`config.mk`:
```
export PLATFORM = sky130hd
export DESIGN_NAME = dma_ext_channel
export DESIGN_NICKNAME = d
export VERILOG_FILES = /design/src/rtl/dmx_pkg.sv /design/src/rtl/dmx_regs.sv /design/src/rtl/dmx_engine.sv /design/src/rtl/dma_ext_channel.sv
export SDC_FILE = /design/constraint.sdc
export NUM_CORES = 1
export LEC_CHECK = 0
export BUFFER_PORTS_ARGS = -buffer_cell sky130_fd_sc_hd__buf_2
export CAP_MARGIN = 15
export CORE_ASPECT_RATIO = 2
export CORE_MARGIN = 1
export CORE_UTILIZATION = 55
export CTS_BUF_LIST = sky130_fd_sc_hd__clkbuf_4 sky130_fd_sc_hd__clkbuf_8 sky130_fd_sc_hd__clkbuf_16
export DETAILED_ROUTE_END_ITERATION = 10
export PLACE_DENSITY = 0.77
export SYNTH_ARGS = -nofsm -noshare
export SYNTH_HDL_FRONTEND = slang
export SYNTH_SLANG_ARGS = --single-unit
```
`constraint.sdc`:
```
create_clock -name clk -period 4.1 [get_ports clk]
set_clock_uncertainty 0.2 [all_clocks]
set_input_delay 0.205 -clock clk [delete_from_list [all_inputs] [get_ports clk]]
set_output_delay 0.205 -clock clk [all_outputs]
set_load 0.02 [all_outputs]
```
`src/rtl/dmx_pkg.sv`:
```
package dmx_pkg;
  localparam int RAW = 4;

  typedef enum logic [RAW-1:0] {
    R_CTRL = 4'd0,
    R_ECON = 4'd1,
    R_INT  = 4'd2,
    R_SSA  = 4'd3,
    R_DSA  = 4'd4,
    R_SSZ  = 4'd5,
    R_DSZ  = 4'd6,
    R_SPTR = 4'd7,
    R_DPTR = 4'd8,
    R_CSZ  = 4'd9,
    R_CPTR = 4'd10,
    R_PAT  = 4'd11
  } reg_sel_e;

  localparam int B_EN    = 7;
  localparam int B_AUTO  = 4;
  localparam int B_EXT   = 3;
  localparam int B_FORCE = 7;
  localparam int B_PATEN = 5;
  localparam int B_BC    = 3;
  localparam int B_AB    = 1;
  localparam int B_ER    = 0;
  localparam int IEN_OFS = 8;
endpackage

```
`src/rtl/dmx_regs.sv`:
```
module dmx_regs import dmx_pkg::*; #(
  parameter int AW  = 16,
  parameter int BW  = 8,
  parameter int RW  = 16
) (
  input  logic            clk,
  input  logic            rst,
  input  logic            reg_wr,
  input  logic [RAW-1:0]  reg_addr,
  input  logic [RW-1:0]   reg_wdata,
  output logic [RW-1:0]   reg_rdata,
  input  logic [BW-1:0]   sptr_view,
  input  logic [2*BW-1:0] dptr_view,
  input  logic [BW:0]     cptr_view,
  input  logic            busy,
  input  logic            blk_done,
  output logic            cfg_en,
  output logic            cfg_ext,
  output logic            cfg_auto,
  output logic            cfg_paten,
  output logic [AW-1:0]   cfg_ssa,
  output logic [AW-1:0]   cfg_dsa,
  output logic [BW-1:0]   cfg_ssz,
  output logic [BW-1:0]   cfg_dsz,
  output logic [BW-1:0]   cfg_csz,
  output logic [BW-1:0]   cfg_pat,
  output logic            start_p,
  output logic            abort_p,
  output logic            err_p,
  output logic [2:0]      flags,
  output logic [2:0]      ien,
  output logic            irq
);
  reg_sel_e sel;
  logic     wr_ctrl, wr_int;
  logic [2:0] flg_base;

  assign sel     = reg_sel_e'(reg_addr);
  assign wr_ctrl = reg_wr && (sel == R_CTRL);
  assign wr_int  = reg_wr && (sel == R_INT);
  assign start_p = reg_wr && (sel == R_ECON) && reg_wdata[B_FORCE];
  assign abort_p = wr_ctrl && !reg_wdata[B_EN] && cfg_en && busy;
  assign err_p   = start_p && !cfg_en;

  always_comb begin
    flg_base = flags;
    if (wr_int) flg_base = {reg_wdata[B_BC], reg_wdata[B_AB], reg_wdata[B_ER]};
  end

  always_ff @(posedge clk) begin
    if (rst) begin
      cfg_en    <= 1'b0;
      cfg_ext   <= 1'b0;
      cfg_auto  <= 1'b0;
      cfg_paten <= 1'b0;
      cfg_ssa   <= '0;
      cfg_dsa   <= '0;
      cfg_ssz   <= '0;
      cfg_dsz   <= '0;
      cfg_csz   <= '0;
      cfg_pat   <= '0;
      flags     <= '0;
      ien       <= '0;
      irq       <= 1'b0;
    end else begin
      if (wr_ctrl) begin
        cfg_en   <= reg_wdata[B_EN];
        cfg_ext  <= reg_wdata[B_EXT];
        cfg_auto <= reg_wdata[B_AUTO];
      end else if (blk_done && !cfg_auto) begin
        cfg_en <= 1'b0;
      end
      if (reg_wr) begin
        case (sel)
          R_ECON: cfg_paten <= reg_wdata[B_PATEN];
          R_SSA:  cfg_ssa   <= reg_wdata[AW-1:0];
          R_DSA:  cfg_dsa   <= reg_wdata[AW-1:0];
          R_SSZ:  cfg_ssz   <= reg_wdata[BW-1:0];
          R_DSZ:  cfg_dsz   <= reg_wdata[BW-1:0];
          R_CSZ:  cfg_csz   <= reg_wdata[BW-1:0];
          R_PAT:  cfg_pat   <= reg_wdata[BW-1:0];
          R_INT:  ien <= {reg_wdata[IEN_OFS+B_BC], reg_wdata[IEN_OFS+B_AB],
                          reg_wdata[IEN_OFS+B_ER]};
          default: ;
        endcase
      end
      flags <= flg_base | {blk_done, abort_p, err_p};
      irq   <= |(flags & ien);
    end
  end

  always_ff @(posedge clk) begin
    if (rst) begin
      reg_rdata <= '0;
    end else begin
      reg_rdata <= '0;
      case (sel)
        R_CTRL: begin
          reg_rdata[B_EN]   <= cfg_en;
          reg_rdata[B_AUTO] <= cfg_auto;
          reg_rdata[B_EXT]  <= cfg_ext;
        end
        R_ECON: reg_rdata[B_PATEN] <= cfg_paten;
        R_INT: begin
          reg_rdata[B_BC] <= flags[2];
          reg_rdata[B_AB] <= flags[1];
          reg_rdata[B_ER] <= flags[0];
          reg_rdata[IEN_OFS+B_BC] <= ien[2];
          reg_rdata[IEN_OFS+B_AB] <= ien[1];
          reg_rdata[IEN_OFS+B_ER] <= ien[0];
        end
        R_SSA:  reg_rdata <= RW'(cfg_ssa);
        R_DSA:  reg_rdata <= RW'(cfg_dsa);
        R_SSZ:  reg_rdata <= RW'(cfg_ssz);
        R_DSZ:  reg_rdata <= RW'(cfg_dsz);
        R_SPTR: reg_rdata <= RW'(sptr_view);
        R_DPTR: reg_rdata <= RW'(dptr_view);
        R_CSZ:  reg_rdata <= RW'(cfg_csz);
        R_CPTR: reg_rdata <= RW'(cptr_view);
        R_PAT:  reg_rdata <= RW'(cfg_pat);
        default: ;
      endcase
    end
  end
endmodule

```
`src/rtl/dmx_engine.sv`:
```
module dmx_engine #(
  parameter int AW = 16,
  parameter int BW = 8
) (
  input  logic            clk,
  input  logic            rst,
  input  logic            cfg_en,
  input  logic            cfg_ext,
  input  logic            cfg_paten,
  input  logic [AW-1:0]   cfg_ssa,
  input  logic [AW-1:0]   cfg_dsa,
  input  logic [BW-1:0]   cfg_ssz,
  input  logic [BW-1:0]   cfg_dsz,
  input  logic [BW-1:0]   cfg_csz,
  input  logic [BW-1:0]   cfg_pat,
  input  logic            start_p,
  input  logic            abort_p,
  output logic            mem_re,
  output logic [AW-1:0]   mem_raddr,
  input  logic [BW-1:0]   mem_rdata,
  output logic            mem_we,
  output logic [AW-1:0]   mem_waddr,
  output logic [BW-1:0]   mem_wdata,
  output logic            blk_done,
  output logic            busy,
  output logic [BW-1:0]   sptr_view,
  output logic [2*BW-1:0] dptr_view,
  output logic [BW:0]     cptr_view
);
  localparam int PW = 2 * BW;
  localparam int CW = PW + 1;
  localparam int SW = BW + 1;

  function automatic logic [SW-1:0] eff_len(input logic [BW-1:0] v);
    return (v == '0) ? (SW'(1) << BW) : {1'b0, v};
  endfunction

  logic          active;
  logic [CW-1:0] cnt, cnt_nx, blk_sz;
  logic [BW-1:0] sptr, dptr, sptr_nx, dptr_nx;
  logic [SW-1:0] cptr, s_eff, d_eff, c_eff, s1, d1, c1;
  logic [PW-1:0] src_ofs, dst_ofs;
  logic          move, pat_hit, last, cell_end;

  always_comb begin
    s_eff = eff_len(cfg_ssz);
    d_eff = eff_len(cfg_dsz);
    c_eff = eff_len(cfg_csz);
    if (cfg_ext)
      blk_sz = ({cfg_ssz, cfg_dsz} == '0) ? (CW'(1) << PW) : {1'b0, cfg_ssz, cfg_dsz};
    else
      blk_sz = CW'((s_eff > d_eff) ? s_eff : d_eff);
  end

  assign move     = cfg_en && active;
  assign pat_hit  = cfg_paten && (mem_rdata == cfg_pat);
  assign cnt_nx   = cnt + CW'(1);
  assign last     = move && ((cnt_nx == blk_sz) || pat_hit);
  assign s1       = {1'b0, sptr} + SW'(1);
  assign d1       = {1'b0, dptr} + SW'(1);
  assign c1       = cptr + SW'(1);
  assign sptr_nx  = (s1 == s_eff) ? '0 : s1[BW-1:0];
  assign dptr_nx  = (d1 == d_eff) ? '0 : d1[BW-1:0];
  assign cell_end = !cfg_ext && (c1 == c_eff);

  assign src_ofs  = cfg_ext ? cnt[PW-1:0] : {{BW{1'b0}}, sptr};
  assign dst_ofs  = cfg_ext ? cnt[PW-1:0] : {{BW{1'b0}}, dptr};
  assign mem_re   = move;
  assign mem_raddr = cfg_ssa + AW'(src_ofs);
  assign blk_done = last && !abort_p;
  assign busy     = active || (cnt != '0);

  assign sptr_view = cfg_ext ? cnt[PW-1:BW] : sptr;
  assign dptr_view = cfg_ext ? cnt[PW-1:0] : {{BW{1'b0}}, dptr};
  assign cptr_view = cptr;

  always_ff @(posedge clk) begin
    if (rst) begin
      mem_we    <= 1'b0;
      mem_waddr <= '0;
      mem_wdata <= '0;
    end else begin
      mem_we <= move && !abort_p;
      if (move) begin
        mem_waddr <= cfg_dsa + AW'(dst_ofs);
        mem_wdata <= mem_rdata;
      end
    end
  end

  always_ff @(posedge clk) begin
    if (rst || abort_p) begin
      active <= 1'b0;
      cnt    <= '0;
      sptr   <= '0;
      dptr   <= '0;
      cptr   <= '0;
    end else if (move) begin
      if (last) begin
        active <= 1'b0;
        cnt    <= '0;
        sptr   <= '0;
        dptr   <= '0;
        cptr   <= '0;
      end else begin
        cnt  <= cnt_nx;
        sptr <= sptr_nx;
        dptr <= dptr_nx;
        if (cell_end) begin
          active <= 1'b0;
          cptr   <= '0;
        end else if (!cfg_ext) begin
          cptr <= c1;
        end
      end
    end else if (start_p && cfg_en) begin
      active <= 1'b1;
    end
  end
endmodule

```
`src/rtl/dma_ext_channel.sv`:
```
module dma_ext_channel import dmx_pkg::*; #(
  parameter int AW = 16,
  parameter int BW = 8,
  parameter int RW = 16
) (
  input  logic           clk,
  input  logic           rst,
  input  logic           reg_wr,
  input  logic [RAW-1:0] reg_addr,
  input  logic [RW-1:0]  reg_wdata,
  output logic [RW-1:0]  reg_rdata,
  output logic           mem_re,
  output logic [AW-1:0]  mem_raddr,
  input  logic [BW-1:0]  mem_rdata,
  output logic           mem_we,
  output logic [AW-1:0]  mem_waddr,
  output logic [BW-1:0]  mem_wdata,
  output logic           irq
);
  logic cfg_en, cfg_ext, cfg_auto, cfg_paten;
  logic [AW-1:0] cfg_ssa, cfg_dsa;
  logic [BW-1:0] cfg_ssz, cfg_dsz, cfg_csz, cfg_pat;
  logic start_p, abort_p, err_p, done_p, busy;
  logic [2:0] flags, ien;
  logic [BW-1:0]   sptr_view;
  logic [2*BW-1:0] dptr_view;
  logic [BW:0]     cptr_view;

  dmx_regs #(.AW(AW), .BW(BW), .RW(RW)) u_regs (
    .clk(clk), .rst(rst), .reg_wr(reg_wr), .reg_addr(reg_addr),
    .reg_wdata(reg_wdata), .reg_rdata(reg_rdata),
    .sptr_view(sptr_view), .dptr_view(dptr_view), .cptr_view(cptr_view),
    .busy(busy), .blk_done(done_p),
    .cfg_en(cfg_en), .cfg_ext(cfg_ext), .cfg_auto(cfg_auto), .cfg_paten(cfg_paten),
    .cfg_ssa(cfg_ssa), .cfg_dsa(cfg_dsa), .cfg_ssz(cfg_ssz), .cfg_dsz(cfg_dsz),
    .cfg_csz(cfg_csz), .cfg_pat(cfg_pat),
    .start_p(start_p), .abort_p(abort_p), .err_p(err_p),
    .flags(flags), .ien(ien), .irq(irq)
  );

  dmx_engine #(.AW(AW), .BW(BW)) u_eng (
    .clk(clk), .rst(rst),
    .cfg_en(cfg_en), .cfg_ext(cfg_ext), .cfg_paten(cfg_paten),
    .cfg_ssa(cfg_ssa), .cfg_dsa(cfg_dsa), .cfg_ssz(cfg_ssz), .cfg_dsz(cfg_dsz),
    .cfg_csz(cfg_csz), .cfg_pat(cfg_pat),
    .start_p(start_p), .abort_p(abort_p),
    .mem_re(mem_re), .mem_raddr(mem_raddr), .mem_rdata(mem_rdata),
    .mem_we(mem_we), .mem_waddr(mem_waddr), .mem_wdata(mem_wdata),
    .blk_done(done_p), .busy(busy),
    .sptr_view(sptr_view), .dptr_view(dptr_view), .cptr_view(cptr_view)
  );
endmodule

```
# Yosys cells after proc, flatten, opt, wreduce, memory -nomap -nowiden
# Index checks and enable logic that the tools add are counted.
[op_classes]
shift = 0
muxes = 35
mul = 0
n_addsub = 6
bitwise_logic = 2
order_cmp = 1
eq_ne = 18
n_reduce_logical = 43
n_div = 0
[ops]
columns = ["op", "count"]
rows = [
  ["9-bit two-way mux", 7],
  ["17-bit two-way mux", 3],
  ["8-bit two-way mux", 5],
  ["16-bit adder", 2],
  ["16-bit two-way mux", 2],
  ["1-bit case mux with 10 select lines", 3],
  ["9-bit equality test", 3],
  ["8-bit logical NOT", 3],
  ["2-bit case mux with 10 select lines", 1],
  ["2-bit AND reduction", 10],
  ["8-bit by 1-bit adder with 9-bit output (second input constant)", 2],
  ["1-bit case mux with 9 select lines", 2],
  ["17-bit by 1-bit adder with 17-bit output (second input constant)", 1],
  ["17-bit equality test", 1],
  ["17-bit nonzero test", 1],
  ["4-bit by 3-bit equality test with 1-bit output (second input constant)", 4],
  ["4-bit equality test (second input constant)", 4],
  ["1-bit logical AND", 16],
  ["16-bit logical NOT", 1],
  ["4-bit case mux with 3 select lines", 1],
  ["1-bit case mux with 11 select lines", 1],
  ["2-bit case mux with 5 select lines", 1],
  ["9-bit by 1-bit adder with 9-bit output (second input constant)", 1],
  ["9-bit > comparator", 1],
  ["other kinds (16)", 29],
]
[word_totals]
latchBits = 0
regBits = 159
wordCells = 127
n_memories = 0
mem_bits_rw = 0
rom_bits = 0

# Depth between registers and ports, before layout
# Gate-level depths: netlist of the first run.
[logic_depth]
ltp_word = 12
mapped_depth = 19
ltp_nobuf = 15

# Cells and area by module
# From an unflattened synthesis of the first run, not the netlist that was laid out.
[hier_totals]
cells_unflattened = 1457
area_unflattened_um2 = 10824.1
[modules_own_cells]
columns = ["mod", "seq_area_each_um2", "area_each_um2", "n_inst", "cells_per_inst"]
rows = [
  ["dmx_engine", 1361.3, 6741.5, 1, 936],
  ["dmx_regs", 1821.7, 4082.7, 1, 521],
]

# Worst setup path before layout of the first run
# No wires, ideal clock.
[synth_timing]
path_type = "flip-flop to output port"
start = "register u_regs.cfg_ext"
end = "output mem_raddr[14]"
path_slack_ps = -354
n_path_buf = 5
stages_incl_launch_ff = 20
t_arrival_ps = 4049
cell_sequence = "dfxtp_1 -> clkbuf_1 -> clkbuf_1 -> clkbuf_1 -> clkbuf_1 -> clkbuf_1 -> o21ai_0 -> ha_1 -> inv_1 -> fa_1 -> nor2b_1 -> o21ai_0 -> a21boi_0 -> o21ai_0 -> a21oi_1 -> o21ai_0 -> a21o_1 -> a21oi_1 -> or4b_2 -> nand3_1"
[synth_via]
elab_chain_cells = 2
[synth_rtl]
columns = ["element", "line", "text"]
rows = [
  ["start: declaration", "dmx_regs.sv:18", "output logic cfg_ext,"],
  ["start signal: assignment", "dmx_regs.sv:68", "cfg_ext <= reg_wdata[B_EXT];"],
  ["16-bit two-way mux", "dmx_engine.sv:66", "assign src_ofs = cfg_ext ? cnt[PW-1:0] : {{BW{1'b0}}, sptr};"],
  ["16-bit adder", "dmx_engine.sv:69", "assign mem_raddr = cfg_ssa + AW'(src_ofs);"],
  ["end: declaration", "dma_ext_channel.sv:13", "output logic [AW-1:0] mem_raddr,"],
]
# Every way passes these cells.

# Worst setup path after layout of the first run
[layout_timing]
start = "register u_regs.cfg_dsz[7]"
end = "register u_eng.cnt[3]"
[layout_via]
elab_chain_cells = 9
word_cells_on_any_way = 11
[layout_rtl]
columns = ["element", "line", "text"]
rows = [
  ["start: declaration", "dmx_regs.sv:24", "output logic [BW-1:0] cfg_dsz,"],
  ["start signal: assignment", "dmx_regs.sv:79", "R_DSZ: cfg_dsz <= reg_wdata[BW-1:0];"],
  ["8-bit logical NOT", "dmx_engine.sv:35", "return (v == '0) ? (SW'(1) << BW) : {1'b0, v};"],
  ["9-bit two-way mux", "dmx_engine.sv:35", ""],
  ["9-bit > comparator", "dmx_engine.sv:52", "blk_sz = CW'((s_eff > d_eff) ? s_eff : d_eff);"],
  ["9-bit two-way mux", "dmx_engine.sv:52", ""],
  ["17-bit two-way mux *", "dmx_engine.sv:49", "if (cfg_ext)"],
  ["17-bit equality test *", "dmx_engine.sv:58", "assign last = move && ((cnt_nx == blk_sz) || pat_hit);"],
  ["1-bit logical OR *", "dmx_engine.sv:58", ""],
  ["1-bit logical AND *", "dmx_engine.sv:58", ""],
  ["17-bit two-way mux *", "dmx_engine.sv:99", "if (last) begin"],
  ["end signal: assignment", "dmx_engine.sv:106", "cnt <= cnt_nx;"],
  ["end: declaration", "dmx_engine.sv:39", "logic [CW-1:0] cnt, cnt_nx, blk_sz;"],
]
# Every way passes the cells marked *; elsewhere a longest branch is shown, timed or not.
# A chain may end at the register's enable or synchronous reset.

==> results.ini, run 1 <==
[run_status]
status = finished, final reports clean

[routing]
wl_mm = 40.0
drt_iter0_drc = 1019
wl_per_cell_um = 22.8
drc_errors = 0
antenna_left = 0
dr.pass1.iters = 7
routed_via_density = 6.48
dr_total_vias = 11400

[synth]
ys_top_cells_by_count = nand2_1, dfxtp_1, a21oi_1
ys_seq_elements = 159
netlist_top_cells_area = dfxtp_1, nand2_1, a21oi_1
synth_nets = 1486
synth_flop_cell = dfxtp_1
post_synth_num_cell_types = 90
ys_seq_area_share_pct = 30.3
synth_top_area_share_pct = 30.3
synth_warnings = 0
syn_avg_cell_area_um2 = 7.49
synth_edf_count = 0
synth_top_cell_by_area = dfxtp_1
async_flop_share_pct = 0
synthesis.area_um2 = 10500
yosysMostFrequentCell = nand2_1
netlist_instances = 1405

[sta]
min_period_over_period_pct = 96.4
period_needed_ps = 3950
finalMaxSlewViolations = 0
setup_viol = 0
tightest_slew_ps = 830
report.final.hold_viol_count = 0
relSlewSlack_pct = 44.3
fmax_mhz = 253

[critical_path]
required_ps = 4230
cp-start-kind = flop
ff2ff_path_depth = 14
timing.rr.start = u_regs.cfg_dsz[7]$_SDFFE_PP0P_
critPathArrivalTime_ps = 4080
reg2reg_to = u_eng.cnt[3]$_SDFFE_PP0P_
crit_path_end_kind = flop
r2r_setup_slack_ps = 150
path_class = flop to flop
cp_max_fo = 12

[die]
core-area_um2 = 18700
die_w_um = 99.8
start_util_pct = 56.1
rows = 71
dieArea_um2 = 19700
dieHeight_um = 198
ios = 90

[placed_design]
place_inst = 1695
port-buffer-count = 89
dp_hpwl_mm = 29.2
place.gp.congestion = 1.04

[clock_tree]
numCtsBuffers = 17
cts.clk_slew.worst_paths_ps = 70
cts_root_buf = clkbuf_16
clock_path_buffers = 2
clk_latency_ps = 450
htree_levels = 4
cts.sinks = 159
cts_tree = built

[power_and_ir_drop]
p_int_uw = 2540
p_seq_share_pct = 45.0
power_switching_uw = 944
swShare_pct = 27.1
p_per_area_nw_per_um2 = 286
power_frac_comb_pct = 9.9
leakagePower_uw = 0.00466
pwr-share-clk_pct = 45.0
peakVddDrop_v = 0.000457
totalPowerFinal_uw = 3480

[global_route]
gr-total-overflow = 0
grt_util_all_layers_pct = 40.6
grt_first_pass_wirelength_mm = 59.7
antenna_found_initial = 0
grt_max_degree = 72
grt_pass1_vias = 11000

[layout]
antenna_cells = 0
fin_nets = 1571
area_delta_synth_final_pct = 15.8
drive_gt1_share_pct = 14.8
stdcell_count = 1757

[flow_run]
max_cap_viol_count = 0

[hold_path]
hp-class = input pin to flop
hold_end = u_regs.ien[1]$_SDFFE_PP0P_
min_from = reg_wr
min_path_cells = 3

==> metal layers <==
metal  GRT usage (%)  part of all wire, %  vias up
met1            38.6                   31     5279
met3            8.63                  8.1      275
met4            40.0                   12        0
met2            70.2                   49      705
met5               0                    0        -
li1                -                    -     5132
==> cell usage in the layout, fill, tap and decap left out, drive strengths merged, types with 48 or more instances in the layout <==
master	synthesis	layout
nand3	66	66
a21oi	141	141
xnor2	69	69
inv	62	68
buf	22	146
dfxtp	159	159
o21ai	56	56
nand2	256	256
ha	48	48
nor2	72	72
==> worst max path at each step <==
stage,to,from
after floorplan,mem_raddr[14],u_regs.cfg_ext$_SDFFE_PP0P_
after CTS,mem_raddr[14],u_regs.cfg_ext$_SDFFE_PP0P_
after global placement,u_eng.cnt[10]$_SDFFE_PP0P_,u_regs.cfg_dsz[7]$_SDFFE_PP0P_
after global routing,mem_raddr[14],u_regs.cfg_ext$_SDFFE_PP0P_
final,u_eng.cnt[3]$_SDFFE_PP0P_,u_regs.cfg_dsz[7]$_SDFFE_PP0P_
after detailed placement,u_eng.cnt[7]$_SDFFE_PP0P_,u_regs.cfg_dsz[7]$_SDFFE_PP0P_
==> logic make-up after synthesis <==
| group | synth area share, % |
|---|---|
| AO/OA/AOI/OAI | 21.1 |
| XOR/XNOR | 8.66 |
| adder cells (fa/ha/maj) | 6.09 |
| buffers and inverters | 6.66 |
| flip-flops | 30.3 |
| multiplexers | 1.47 |
| AND/OR/NAND/NOR | 25.7 |
==> worst max-delay path, stage by stage, from the launching register on <==
cell and delay, ps:
dfxtp_1 310, nor4_1 300, nand2_1 120, ha_1 310, and4_1 250, nand4_1 160
o31a_1 230, a2111oi_1 590, o32ai_1 170, nor4b_1 290, and4bb_4 370, a21boi_4 160
nor2_2 160, buf_12 150, nor3_1 50
==> metrics by stage <==
stage | setup slack [ps] | hold slack [ps] | util, % | TNS [ps] | instance area [um^2]
after floorplan | 81.7 | 141 | - | 0 | 10500
after global placement | 115 | 237 | 60.0 | 0 | 11200
after detailed placement | 65.1 | 242 | 60.0 | 0 | 11200
after CTS | 7.30 | 18.3 | 64.4 | 0 | 12100
after global routing | -20.8 | 51.9 | 65.0 | -35.6 | 12200
final | 149 | 59.4 | 65.0 | 0 | 12200
==> timing repair <==
action / CTS / global route
setup buffers: 0 / 4
hold buffers: 26 / 0
endpoints found under the setup margin: 4 / 53
endpoints found under the hold margin: 79 / 0
pin swaps: 0 / 5
gates cloned: 0 / 1
resized for setup: 5 / 18
==> flip-flops by register name (all words and copies together), names as in the netlist, 3 cells and up <==
register,cells
u_eng.dptr,8
u_regs.flags,3
u_regs.cfg_ssz,8
u_eng.cptr_view,9
u_eng.mem_waddr,16
u_regs.cfg_dsa,16
u_eng.cnt,17
u_regs.cfg_csz,8
u_regs.cfg_pat,8
u_regs.cfg_dsz,8
u_regs.cfg_ssa,16
u_eng.sptr,8
u_regs.ien,3
u_eng.mem_wdata,8
u_regs.reg_rdata,16
==> final cells by class <==
type                       count  area (um^2)
multi-input combinational   1077         6710
fill                        1640         6560
sequential                   159         3190
timing repair buffer         172         1160
clock buffer                  18          439
tap                          255          319
inverter                      63          236
clock inverter                13          128
==> power by group through the flow <==
| stage | clock network, uW | registers, uW | logic [uW] |
|---|---|---|---|
| after floorplan | 0 | 1600 | 190 |
| after global placement | 0 | 1600 | 297 |
| after detailed placement | 0 | 1600 | 298 |
| after CTS | 1560 | 1570 | 318 |
| after global routing | 1620 | 1570 | 363 |
| final | 1570 | 1570 | 346 |
(Power assumes the default switching activity.)
==> run 2, diff against run 1 <==
--- a/config.mk
+++ b/config.mk
@@ -8,11 +8,10 @@
 export BUFFER_PORTS_ARGS = -buffer_cell sky130_fd_sc_hd__buf_2
 export CAP_MARGIN = 15
 export CORE_ASPECT_RATIO = 2
-export CORE_MARGIN = 1
-export CORE_UTILIZATION = 55
-export CTS_BUF_LIST = sky130_fd_sc_hd__clkbuf_4 sky130_fd_sc_hd__clkbuf_8 sky130_fd_sc_hd__clkbuf_16
+export CORE_MARGIN = 10
+export CORE_UTILIZATION = 61
 export DETAILED_ROUTE_END_ITERATION = 10
-export PLACE_DENSITY = 0.77
+export PLACE_DENSITY = 0.81
 export SYNTH_ARGS = -nofsm -noshare
 export SYNTH_HDL_FRONTEND = slang
 export SYNTH_SLANG_ARGS = --single-unit
==> constraint.sdc (replaced) <==
create_clock -name clk -period 4.85 [get_ports clk]
set_clock_uncertainty 0.2 [all_clocks]
set_input_delay 0.2425 -clock clk [delete_from_list [all_inputs] [get_ports clk]]
set_output_delay 0.2425 -clock clk [all_outputs]
set_load 0.02 [all_outputs]
==> run 2 against run 1 <==
  * The flow now finishes with violations (DRC)
  * Total power down 17%
  * Sequential power down 15%
  * Maximum frequency down 15%
  * Cell area down 3.0%
  * Die area up 18%
  * Largest cell class unchanged
  * Largest power group unchanged
==> results.ini, run 2 (same netlist as run 1, synthesis figures left out) <==
[clock_tree]
clk_latency_ps = 440  ; about the same
cts.sinks = 159  ; unchanged
cts_tree = built
clock_path_buffers = 2  ; unchanged
cts.clk_slew.worst_paths_ps = 70  ; about the same
post-cts-setup-buffers = 0  ; unchanged
htree_levels = 4  ; unchanged
cts_root_buf = clkbuf_16
numCtsBuffers = 17  ; unchanged

[layout]
largest_register = u_eng.cnt
stdcell_count = 1683  ; -4.2%
nFillCells = 1402  ; -15%
fin_nets = 1543  ; -1.8%
final_common_cell = nand2_1
final_cell_mix = nand2_1, dfxtp_1, a21oi_1, buf_2, nor2_1
drive_gt1_share_pct = 12.5  ; -2.3 points
area_delta_synth_final_pct = 12.4
largest_register_ffs = 17  ; unchanged

[routing]
wl_mm = 42.6  ; +6.4%
dr_total_vias = 11200  ; -1.3%
wl_per_cell_um = 25.3  ; +11%
drt_iter0_drc = 1328  ; +30%
drc_errors = 1  ; +1
dr.pass1.iters = 9  ; +2
antenna_left = 0  ; unchanged
routed_via_density = 6.68  ; +3.1%

[critical_path]
path_class = flop to flop
r2r_setup_slack_ps = 220  ; +70 ps
path_cells = nor4_1, nand2_1, ha_1, o21ai_0, o21bai_1, and4b_1, nor2_1, a221oi_1, or3_1, nor4b_1, a41oi_1, buf_4, nand3_1, o22ai_1
cpMaxStageDelayCell = a41oi_1
required_ps = 5000  ; +770 ps
worstSetupStartpoint = u_regs.cfg_dsz[0]$_SDFFE_PP0P_
critical_path.max_stage_delay_ps = 700  ; +110 ps
reg2reg_to = u_eng.dptr[5]$_SDFFE_PP0P_
ff2ff_path_depth = 14  ; unchanged
cp-start-kind = flop
timing.rr.start = u_regs.cfg_dsz[0]$_SDFFE_PP0P_
cp_max_fo = 8  ; -4
crit_path_end_kind = flop
critPathArrivalTime_ps = 4780  ; +700 ps

[power_and_ir_drop]
pwr-share-clk_pct = 44.9  ; about the same
power_switching_uw = 813  ; -14%
power_frac_comb_pct = 9.4  ; -0.5 points
leakagePower_uw = 0.00449  ; -3.6%
peakVddDrop_v = 0.000284  ; -38%
p_per_area_nw_per_um2 = 246  ; -14%
p_int_uw = 2090  ; -18%
swShare_pct = 28.0  ; +0.92 points
p_seq_share_pct = 45.7  ; +0.7 points

[sta]
fmax_mhz = 216  ; -15%
finalMaxSlewViolations = 0  ; unchanged
setup_viol = 0  ; unchanged
min_period_over_period_pct = 95.4  ; -0.98 points
rsz0062_at_grt = no
report.final.hold_viol_count = 0  ; unchanged
finalSetupTns_ps = 0  ; unchanged
period_needed_ps = 4630  ; +675 ps
tightest_slew_ps = 988  ; +158 ps
relSlewSlack_pct = 33.6  ; -11 points
holdWs_ps = 88.5  ; +29.1 ps
fin_ws_ps = 224  ; +74.6 ps

[global_route]
grt_max_degree = 61  ; -15%
antenna_found_initial = 1  ; +1
grt_pass1_vias = 11200  ; +1.8%
grt_first_pass_wirelength_mm = 64.6  ; +8.2%
grt_util_all_layers_pct = 35.9  ; -4.7 points
gr-total-overflow = 0  ; unchanged

[hold_path]
hp-class = input pin to flop
min_path_cells = 3  ; unchanged
hold_end = u_regs.ien[0]$_SDFFE_PP0P_
min_from = reg_wr

[placed_design]
place_ws_ps = 345  ; +280 ps
dp_hpwl_mm = 31.0  ; +6.3%
place_inst = 1626  ; -4.1%
port-buffer-count = 89  ; unchanged
place.gp.congestion = 1.08  ; +3.8%

[die]
start_util_pct = 62.4  ; +6.3 points
rows = 67  ; -5.6%
core-area_um2 = 16800  ; -10%
dieHeight_um = 206  ; +4.1%
die_w_um = 113  ; +13%
ios = 90  ; unchanged
dieArea_um2 = 23200  ; +18%

[flow_run]
max_cap_viol_count = 0  ; unchanged

[run_status]
violations = DRC
status = finished with violations

## run 2: area by class of cell
| type | instances | area (um^2) | area share [%] |
|---|---|---|---|
| sequential | 159 | 3180 | 26.9 |
| timing repair buffer | 145 | 928 | 7.85 |
| tap | 207 | 259 | 2.19 |
| clock buffer | 18 | 439 | 3.72 |
| inverter | 63 | 236 | 2.00 |
| multi-input combinational | 1076 | 6650 | 56.2 |
| antenna | 1 | 2.50 | 0.0212 |
| clock inverter | 14 | 128 | 1.08 |
## run 2: worst max-delay path by stage
stage,endpoint,slack (ps),cells past startpoint
final,u_eng.dptr[5]$_SDFFE_PP0P_,220,14
after global routing,mem_raddr[14],9,17
after CTS,u_eng.cnt[4]$_SDFFE_PP0P_,330,13
after detailed placement,u_eng.cnt[4]$_SDFFE_PP0P_,340,13
after global placement,u_eng.cnt[10]$_SDFFE_PP0P_,420,13
after floorplan,mem_raddr[14],360,19
## run 2: repair_timing
action                                  CTS  global route
endpoints found under the hold margin    71             0
endpoints found under the setup margin    0             8
gates resized for setup                   0             1
hold buffers                             24             0
## run 2: critical path: cells and delay by family (launching register included)
kind                       cells  cell delay [ps]
buffers and inverters          1              230
and+or+nand+nor                7             2040
adders and majority gates      1              350
AOI/OAI and AO/OA              5             1320
DFF                            1              390
## run 2: per-layer routing
layer,up-vias,routed length (um),GRT usage [%]
met5,-,0,0
met3,272,3290,5.95
met2,729,21100,61.8
met1,5175,13500,35.1
met4,0,4630,35.1
li1,5069,-,-
## run 2: power groups by stage
| stage | logic [uW] | clock network, uW | registers (uW) |
|---|---|---|---|
| final | 273 | 1300 | 1330 |
| after global routing | 288 | 1350 | 1330 |
| after CTS | 261 | 1290 | 1330 |
| after detailed placement | 244 | 0 | 1360 |
| after global placement | 244 | 0 | 1360 |
| after floorplan | 160 | 0 | 1350 |
## run 2: stage by stage
| step | power (uW) | util [%] | cell area, um^2 |
|---|---|---|---|
| final | 2900 | 70.2 | 11800 |
| after global routing | 2960 | 70.2 | 11800 |
| after CTS | 2880 | 70.1 | 11800 |
| after floorplan | 1510 | - | 10500 |
| after global placement | 1600 | 65.3 | 11000 |
| after detailed placement | 1600 | 65.3 | 11000 |
